--- config.mk ---
export PLATFORM = sky130hd
export DESIGN_NAME = spi_sclk_gen
export DESIGN_NICKNAME = d
export VERILOG_FILES = /design/src/rtl/spi_sclk_pkg.sv /design/src/rtl/sclk_cfg_latch.sv /design/src/rtl/sclk_prescaler.sv /design/src/rtl/sclk_half_timer.sv /design/src/rtl/spi_sclk_gen.sv
export SDC_FILE = /design/constraint.sdc
export NUM_CORES = 1
export LEC_CHECK = 0
export CORE_MARGIN = 2
export CORE_UTILIZATION = 57
export CTS_CLUSTER_SIZE = 28
export DETAILED_ROUTE_END_ITERATION = 8
export PLACE_DENSITY = 0.82
export SYNTH_ARGS = -nofsm -noshare
export SYNTH_HDL_FRONTEND = slang
export SYNTH_SLANG_ARGS = --single-unit
--- constraint.sdc ---
create_clock -name clk_i -period 4.32 [get_ports clk_i]
set_clock_uncertainty 0.15 [all_clocks]
set_input_delay 0.648 -clock clk_i [delete_from_list [all_inputs] [get_ports clk_i]]
set_output_delay 0.648 -clock clk_i [all_outputs]
set_load 0.01 [all_outputs]
--- src/rtl/spi_sclk_pkg.sv ---
package spi_sclk_pkg;
  localparam int unsigned SCLK_DIV_W   = 2;
  localparam int unsigned SCLK_BRG_W   = 6;
  localparam int unsigned SCLK_BRG_MIN = 4;
endpackage

--- src/rtl/sclk_cfg_latch.sv ---
module sclk_cfg_latch #(
  parameter int unsigned DIV_W   = 2,
  parameter int unsigned BRG_W   = 6,
  parameter int unsigned BRG_MIN = 4
) (
  input  logic             clk_i,
  input  logic             rst_ni,
  input  logic             load_i,
  input  logic [DIV_W-1:0] div_i,
  input  logic [BRG_W-1:0] brg_i,
  input  logic             cpol_i,
  output logic [DIV_W-1:0] div_o,
  output logic [BRG_W-1:0] brg_o,
  output logic             idle_o
);
  localparam logic [BRG_W-1:0] BRG_FLOOR = BRG_W'(BRG_MIN);

  logic [BRG_W-1:0] brg_eff;

  generate
    if (BRG_MIN > 0) begin : g_floor
      assign brg_eff = (brg_i < BRG_FLOOR) ? BRG_FLOOR : brg_i;
    end else begin : g_nofloor
      assign brg_eff = brg_i;
    end
  endgenerate

  always_ff @(posedge clk_i or negedge rst_ni) begin
    if (!rst_ni) begin
      div_o  <= '0;
      brg_o  <= BRG_FLOOR;
      idle_o <= 1'b0;
    end else if (load_i) begin
      div_o  <= div_i;
      brg_o  <= brg_eff;
      idle_o <= cpol_i;
    end
  end

  AST_CFG_HOLD: assert property (@(posedge clk_i) disable iff (!rst_ni)
    !load_i |=> $stable({div_o, brg_o, idle_o})) else $error("cfg changed without load");
  AST_BRG_FLOOR: assert property (@(posedge clk_i) disable iff (!rst_ni)
    load_i && (brg_i < BRG_FLOOR) |=> brg_o == BRG_FLOOR) else $error("floor not applied");
endmodule

--- src/rtl/sclk_prescaler.sv ---
module sclk_prescaler #(
  parameter int unsigned DIV_W = 2
) (
  input  logic             clk_i,
  input  logic             rst_ni,
  input  logic             clr_i,
  input  logic             en_i,
  input  logic [DIV_W-1:0] div_i,
  output logic             tick_o
);
  localparam int unsigned PRE_W = 1 << DIV_W;

  logic [PRE_W:0]   span;
  logic [PRE_W-1:0] pre_max;
  logic [PRE_W-1:0] cnt_q;

  assign span    = (PRE_W+1)'(2) << div_i;
  assign pre_max = PRE_W'(span - (PRE_W+1)'(1));
  assign tick_o  = en_i && (cnt_q == pre_max);

  always_ff @(posedge clk_i or negedge rst_ni) begin
    if (!rst_ni)        cnt_q <= '0;
    else if (clr_i)     cnt_q <= '0;
    else if (en_i)      cnt_q <= tick_o ? '0 : cnt_q + 1'b1;
  end

  AST_PRE_BOUND: assert property (@(posedge clk_i) disable iff (!rst_ni)
    cnt_q <= pre_max) else $error("prescaler past terminal");
endmodule

--- src/rtl/sclk_half_timer.sv ---
module sclk_half_timer #(
  parameter int unsigned BRG_W = 6
) (
  input  logic             clk_i,
  input  logic             rst_ni,
  input  logic             idle_ld_i,
  input  logic             idle_lvl_i,
  input  logic             pol_i,
  input  logic             en_i,
  input  logic             tick_i,
  input  logic [BRG_W-1:0] brg_i,
  output logic             sclk_o,
  output logic             lead_o,
  output logic             trail_o
);
  logic [BRG_W-1:0] cnt_q;

  always_ff @(posedge clk_i or negedge rst_ni) begin
    if (!rst_ni) begin
      cnt_q   <= '0;
      sclk_o  <= 1'b0;
      lead_o  <= 1'b0;
      trail_o <= 1'b0;
    end else begin
      lead_o  <= 1'b0;
      trail_o <= 1'b0;
      if (idle_ld_i) begin
        cnt_q  <= '0;
        sclk_o <= idle_lvl_i;
      end else if (en_i && tick_i) begin
        if (cnt_q == brg_i) begin
          cnt_q  <= '0;
          sclk_o <= ~sclk_o;
          if (sclk_o == pol_i) lead_o  <= 1'b1;
          else                 trail_o <= 1'b1;
        end else begin
          cnt_q <= cnt_q + 1'b1;
        end
      end
    end
  end

  AST_ONE_STROBE: assert property (@(posedge clk_i) disable iff (!rst_ni)
    !(lead_o && trail_o)) else $error("both strobes");
  AST_LEAD_LEVEL: assert property (@(posedge clk_i) disable iff (!rst_ni)
    lead_o |-> sclk_o != pol_i) else $error("lead at idle level");
  AST_TRAIL_LEVEL: assert property (@(posedge clk_i) disable iff (!rst_ni)
    trail_o |-> sclk_o == pol_i) else $error("trail off idle level");
  AST_EDGE_STROBED: assert property (@(posedge clk_i) disable iff (!rst_ni)
    $past(en_i) && (sclk_o != $past(sclk_o)) |-> (lead_o || trail_o)) else $error("edge without strobe");
  AST_CNT_BOUND: assert property (@(posedge clk_i) disable iff (!rst_ni)
    cnt_q <= brg_i) else $error("half counter past limit");
endmodule

--- src/rtl/spi_sclk_gen.sv ---
module spi_sclk_gen
  import spi_sclk_pkg::*;
#(
  parameter int unsigned DIV_W   = SCLK_DIV_W,
  parameter int unsigned BRG_W   = SCLK_BRG_W,
  parameter int unsigned BRG_MIN = SCLK_BRG_MIN
) (
  input  logic             clk_i,
  input  logic             rst_ni,
  input  logic             run_i,
  input  logic             cpol_i,
  input  logic [DIV_W-1:0] div_i,
  input  logic [BRG_W-1:0] brg_i,
  output logic             sclk_o,
  output logic             lead_o,
  output logic             trail_o
);
  logic             active_q;
  logic             start;
  logic             en;
  logic             tick;
  logic [DIV_W-1:0] div_l;
  logic [BRG_W-1:0] brg_l;
  logic             idle_l;

  assign start = run_i && !active_q;
  assign en    = run_i && active_q;

  always_ff @(posedge clk_i or negedge rst_ni) begin
    if (!rst_ni) active_q <= 1'b0;
    else         active_q <= run_i;
  end

  sclk_cfg_latch #(
    .DIV_W  (DIV_W),
    .BRG_W  (BRG_W),
    .BRG_MIN(BRG_MIN)
  ) u_cfg (
    .clk_i (clk_i),
    .rst_ni(rst_ni),
    .load_i(start),
    .div_i (div_i),
    .brg_i (brg_i),
    .cpol_i(cpol_i),
    .div_o (div_l),
    .brg_o (brg_l),
    .idle_o(idle_l)
  );

  sclk_prescaler #(
    .DIV_W(DIV_W)
  ) u_pre (
    .clk_i (clk_i),
    .rst_ni(rst_ni),
    .clr_i (!en),
    .en_i  (en),
    .div_i (div_l),
    .tick_o(tick)
  );

  sclk_half_timer #(
    .BRG_W(BRG_W)
  ) u_half (
    .clk_i     (clk_i),
    .rst_ni    (rst_ni),
    .idle_ld_i (!en),
    .idle_lvl_i(cpol_i),
    .pol_i     (idle_l),
    .en_i      (en),
    .tick_i    (tick),
    .brg_i     (brg_l),
    .sclk_o    (sclk_o),
    .lead_o    (lead_o),
    .trail_o   (trail_o)
  );

  AST_IDLE_FOLLOW: assert property (@(posedge clk_i) disable iff (!rst_ni)
    !run_i |=> (sclk_o == $past(cpol_i)) && !lead_o && !trail_o) else $error("not idle");
  AST_STOP_IDLE: assert property (@(posedge clk_i) disable iff (!rst_ni)
    $fell(run_i) |-> ##1 !lead_o && !trail_o) else $error("strobe after stop");
endmodule

# Yosys cells after proc, flatten, opt, wreduce, memory -nomap -nowiden
# Cells that the tools add are included.
# totals
regBits,23
input_bits,12
out_inout_bits,3
wordCells,43
# op_classes
addsub,3
order_cmp,1
n_eq_ne,5
n_shift,1
mux,17
bitwise,1
reduce_logical,6
# op_table
operator,count
$mux 6,4
$mux 1,11
$mux 4,2
$add 6x1->6 const B,1
$eq 6x6->1,1
$lt 6x3->1 const B,1
$add 4x1->4 const B,1
$eq 4x4->1,1
$logic_and 1x1->1,4
$ne 2x2->1 const B,2
$shl 2x2->4 const A,1
$sub 4x1->4 const B,1
$reduce_and 2->1,1
$eq 1x1->1,1
$logic_not 1->1,1
$not 1->1,1

# Logic depth before layout (Yosys ltp)
# depth
ltp_word,7
mapped_depth,5
mapped_depth_nobuf,5

# By module
# Synthesis repeated with hierarchy kept, for this count alone.
# unflattened
cells_unflattened,116
hier_area_um2,1217.4
# modules_own_cells
mod,instances,cells_per_inst,area_each_um2,seq_area_each_um2
sclk_half_timer,1,53,529.3,225.2
sclk_cfg_latch,1,25,364.1,226.5
sclk_prescaler,1,34,282.8,100.1
spi_sclk_gen,1,4,41.3,25.0

# Worst setup path after synthesis
# No wires, ideal clock.
# synth_path
kind,register -> register
startpoint,reg u_pre.cnt_q[1]
endpoint,reg u_half.cnt_q[1]
setup_ps,120
t_arrival_ps,1474
required_time_ps,4050
slack_ps,2577
path_stages_with_launch,6
path_buffers,0
synth_period_minus_slack_ps,1743
path_cell_list,dfrtp_1 > or2_1 > a2111oi_4 > o21ai_2 > and3_1 > a31o_1
# synth_between
elab_chain_cells,4
# synth_rtl
item,line_no,rtl
start: declaration,sclk_prescaler.sv:15,logic [PRE_W-1:0] cnt_q;
start signal: assignment,sclk_prescaler.sv:24,else if (en_i) cnt_q <= tick_o ? '0 : cnt_q + 1'b1;
$eq 4x4->1,sclk_prescaler.sv:19,assign tick_o = en_i && (cnt_q == pre_max);
$logic_and 1x1->1,sclk_prescaler.sv:19,
$logic_and 1x1->1,sclk_half_timer.sv:30,end else if (en_i && tick_i) begin
$ne 2x2->1 (no source line),--,
end signal: assignment,sclk_half_timer.sv:37,cnt_q <= cnt_q + 1'b1;
end: declaration,sclk_half_timer.sv:16,logic [BRG_W-1:0] cnt_q;
# Every way passes these cells.
# A chain may end at the register's enable or synchronous reset.

# Worst setup path in the final report
# layout_path
startpoint,reg u_half.sclk_o
endpoint,out sclk_o
# layout_rtl
item,line_no,rtl
start: declaration,sclk_half_timer.sv:12,"output logic sclk_o,"
start signal: assignment,sclk_half_timer.sv:29,sclk_o <= idle_lvl_i;
start signal: assignment,sclk_half_timer.sv:33,sclk_o <= ~sclk_o;
end: declaration,spi_sclk_gen.sv:14,"output logic sclk_o,"
# No word-level cell between the ends.

==> results.json <==
{
  "die_h_um": 49.0,
  "critical_path_class": "flip-flop to output pin",
  "clockBufferDepth": 2,
  "start_kind": "flip-flop",
  "finalCriticalPeriod_ns": 2.09,
  "final_nets": 138,
  "place_inst": 146,
  "syn_nets": 121,
  "first_global_vias": 866,
  "worstSkewPairLatency_ns": 0.32,
  "synth_area_um2": 1150,
  "firstDrtPassIters": 4,
  "min_from": "u_cfg.brg_o[2]",
  "routedWlPerCell_um": 13.6,
  "cp_num_buf_inv": 1,
  "path_delay_family": "buffers and inverters",
  "core_area_um2": 1940,
  "grt_pass1_wl_um": 3660,
  "num_rows": 16,
  "cts-buffers-inserted": 3,
  "hold_viol_final": 0,
  "fin_hold_ws_ns": 0.342,
  "cellLeakagePower_nw": 0.582,
  "ios": 15,
  "fp.dieW_um": 49.0,
  "via_count": 856,
  "clock.fmax_mhz": 478,
  "n_fill_cell": 154,
  "n_antenna_cell": 0,
  "routabilityCongestion": 0.832,
  "cts_htree_levels": 1,
  "cts_setup_buffers": 0,
  "cts_sinks": 23,
  "io_buffers": 14,
  "finalCritPeriodShare_pct": 48.4,
  "cp_max_fo": 4,
  "hold_path.class": "flip-flop to flip-flop",
  "finalSetupViolations": 0,
  "cts_resized": 0,
  "ys_seq_elements": 23,
  "ir_drop_mv": 0.294,
  "hold_depth": 2,
  "grt_overflow": 0,
  "worst_slew_pin_slew_ns": 0.983,
  "cts_tree": "done",
  "post_route_cells_drive_above_1_share_pct": 13.0,
  "cp_cell_sequence": "clkdlybuf4s50_1",
  "dieArea_um2": 2400,
  "finalNonFillerCells": 150,
  "rsz0062_at_grt": "false",
  "grt_use_total_pct": 19.9,
  "timing.max_cap.violations": 0,
  "antenna_found_initial": 0,
  "holdPathEnd": "u_cfg.brg_o[2]",
  "multi_input_area_um2": 563,
  "grt_max_degree": 24,
  "syn_to_final_growth_pct": 16.8,
  "reg2reg_slack_ns": 2.45,
  "finalMaxSlewViolations": 0,
  "antenna_left": 0,
  "initial_utilization_pct": 59.5,
  "arrival_ns": 1.29,
  "first_iter_violations": 14,
  "cp-end-kind": "output pin",
  "wl_um": 2030,
  "maxSlewHeadroom_pct": 34.3,
  "via_per_inst": 5.71,
  "dp_hpwl_um": 1550,
  "syn-instance-count": 107,
  "regArea_um2": 577,
  "ctsHoldBuffers": 0,
  "cp_data_required_time_ns": 3.52,
  "r2r_end": "u_half.cnt_q[1]",
  "ys_seq_area_share_pct": 49.9,
  "ff2ff_path_depth": 5,
  "cp_slowest_cell": "clkdlybuf4s50_1",
  "synth_warnings": 0,
  "path_clk_slew_ns": 0.13,
  "ys_types": 36,
  "slowest_delay_ns": 0.56,
  "status": "complete, no violations",
  "syn_avg_cell_area_um2": 10.8,
  "worstReg2RegStart": "u_half.cnt_q[0]",
  "power_density_nw_per_um2": 304,
  "clockRootBuffer": "clkbuf_4",
  "drc": 0,
  "power_w": 0.000411,
  "tns_ns": 0
}
[where the power goes]
part	switching [W]	internal, W
Sequential	0.0000134	0.000231
Combinational	0.0000294	0.0000370
Clock	0.0000653	0.0000347
Total	0.000108	0.000303
[cell usage after synthesis, drive strengths merged]
| cell type | number | area share, % |
|---|---|---|
| dfrtp | 22 | 48 |
| nand2 | 10 | 3.3 |
| xnor2 | 9 | 6.8 |
| nor2 | 8 | 2.8 |
| nand3 | 7 | 3.0 |
| mux2 | 6 | 5.9 |
| nor3 | 4 | 1.7 |
| a21o | 3 | 2.0 |
| and3 | 3 | 1.6 |
| nor4 | 3 | 1.6 |
| o22ai | 3 | 1.6 |
| a22o | 2 | 1.5 |
| and2 | 2 | 1.1 |
| and4 | 2 | 1.5 |
| clkbuf | 2 | 0.65 |
| ha | 2 | 2.2 |
| inv | 2 | 0.65 |
| o21a | 2 | 1.4 |
| o21ai | 2 | 1.2 |
| or2 | 2 | 1.1 |
| a2111oi | 1 | 2.4 |
| a21boi | 1 | 0.65 |
| a21oi | 1 | 0.43 |
| a221oi | 1 | 0.76 |
| a31o | 1 | 0.76 |
| dfstp | 1 | 2.3 |
| mux2i | 1 | 0.87 |
| nand2b | 1 | 0.54 |
| nand4 | 1 | 0.54 |
| o2bb2ai | 1 | 0.76 |
| xor2 | 1 | 0.76 |
[state kept, by name, summed over array words and instances, names as in the netlist]
| register | count |
|---|---|
| u_cfg.brg_o | 6 |
| u_half.cnt_q | 6 |
| u_pre.cnt_q | 4 |
| u_cfg.div_o | 2 |
| active_q | 1 |
| u_cfg.idle_o | 1 |
| u_half.lead_o | 1 |
| u_half.sclk_o | 1 |
| u_half.trail_o | 1 |
[layer usage]
layer	track usage (%)	part of all wire [%]	up-vias
met5	0	0	-
met4	11.4	2.5	0
met3	2.15	3.0	5
met2	33.6	48	13
met1	24.9	47	419
li1	-	-	419
[how the worst max path moves through the flow]
stage,startpoint,to,slack [ns],cells past startpoint
floorplan,u_pre.cnt_q[1],u_half.cnt_q[1],2.58,5
global placement,run_i,u_half.cnt_q[5],2.07,5
detailed placement,run_i,u_half.cnt_q[4],2.01,5
CTS,u_half.sclk_o,sclk_o,2.22,1
global route,u_half.sclk_o,sclk_o,2.18,1
finish,u_half.sclk_o,sclk_o,2.23,1
[cells by family (layout without fill, tap and decap cells)]
family / Yosys count / count (layout) / share of synthesized area, %
AO/OA/AOI/OAI: 18 / 18 / 13.4
XOR/XNOR: 10 / 10 / 7.58
adder cells (fa/ha/maj): 2 / 2 / 2.17
buffers and inverters: 4 / 20 / 1.30
flip-flops: 23 / 23 / 49.9
multiplexers: 7 / 7 / 6.72
AND/OR/NAND/NOR: 43 / 43 / 18.9
[through the flow]
step | worst slack [ns] | cell area (um^2) | utilization [%]
after global routing | 2.18 | 1350 | 69.5
after detailed placement | 2.01 | 1320 | 68.0
after global placement | 2.07 | 1320 | 68.0
after CTS | 2.22 | 1350 | 69.5
after floorplan | 2.58 | 1150 | -
final | 2.23 | 1350 | 69.5
[cell usage in the layout (no fill, tap or decap), types with 2 or more instances in the layout]
master            n
and3_1            3
nor4_1            3
and4_1            2
dfrtp_1          22
ha_1              2
a21o_1            3
nor3_1            4
a22o_1            2
nand2_1          10
mux2_2            6
nand3_1           7
clkdlybuf4s50_1  14
clkbuf_4          3
xnor2_1           9
nor2_1            7
o22ai_1           3
inv_1             2
[layout make-up]
cell class,count,share of cell area [%]
flip-flops and latches,23,42.8
clock buffers,3,1.67
well taps,27,2.50
inverters,2,0.557
multi-input cells,80,41.7
repair buffers,14,10.4
clock inverters,1,0.371
(Power assumes the default switching activity.)
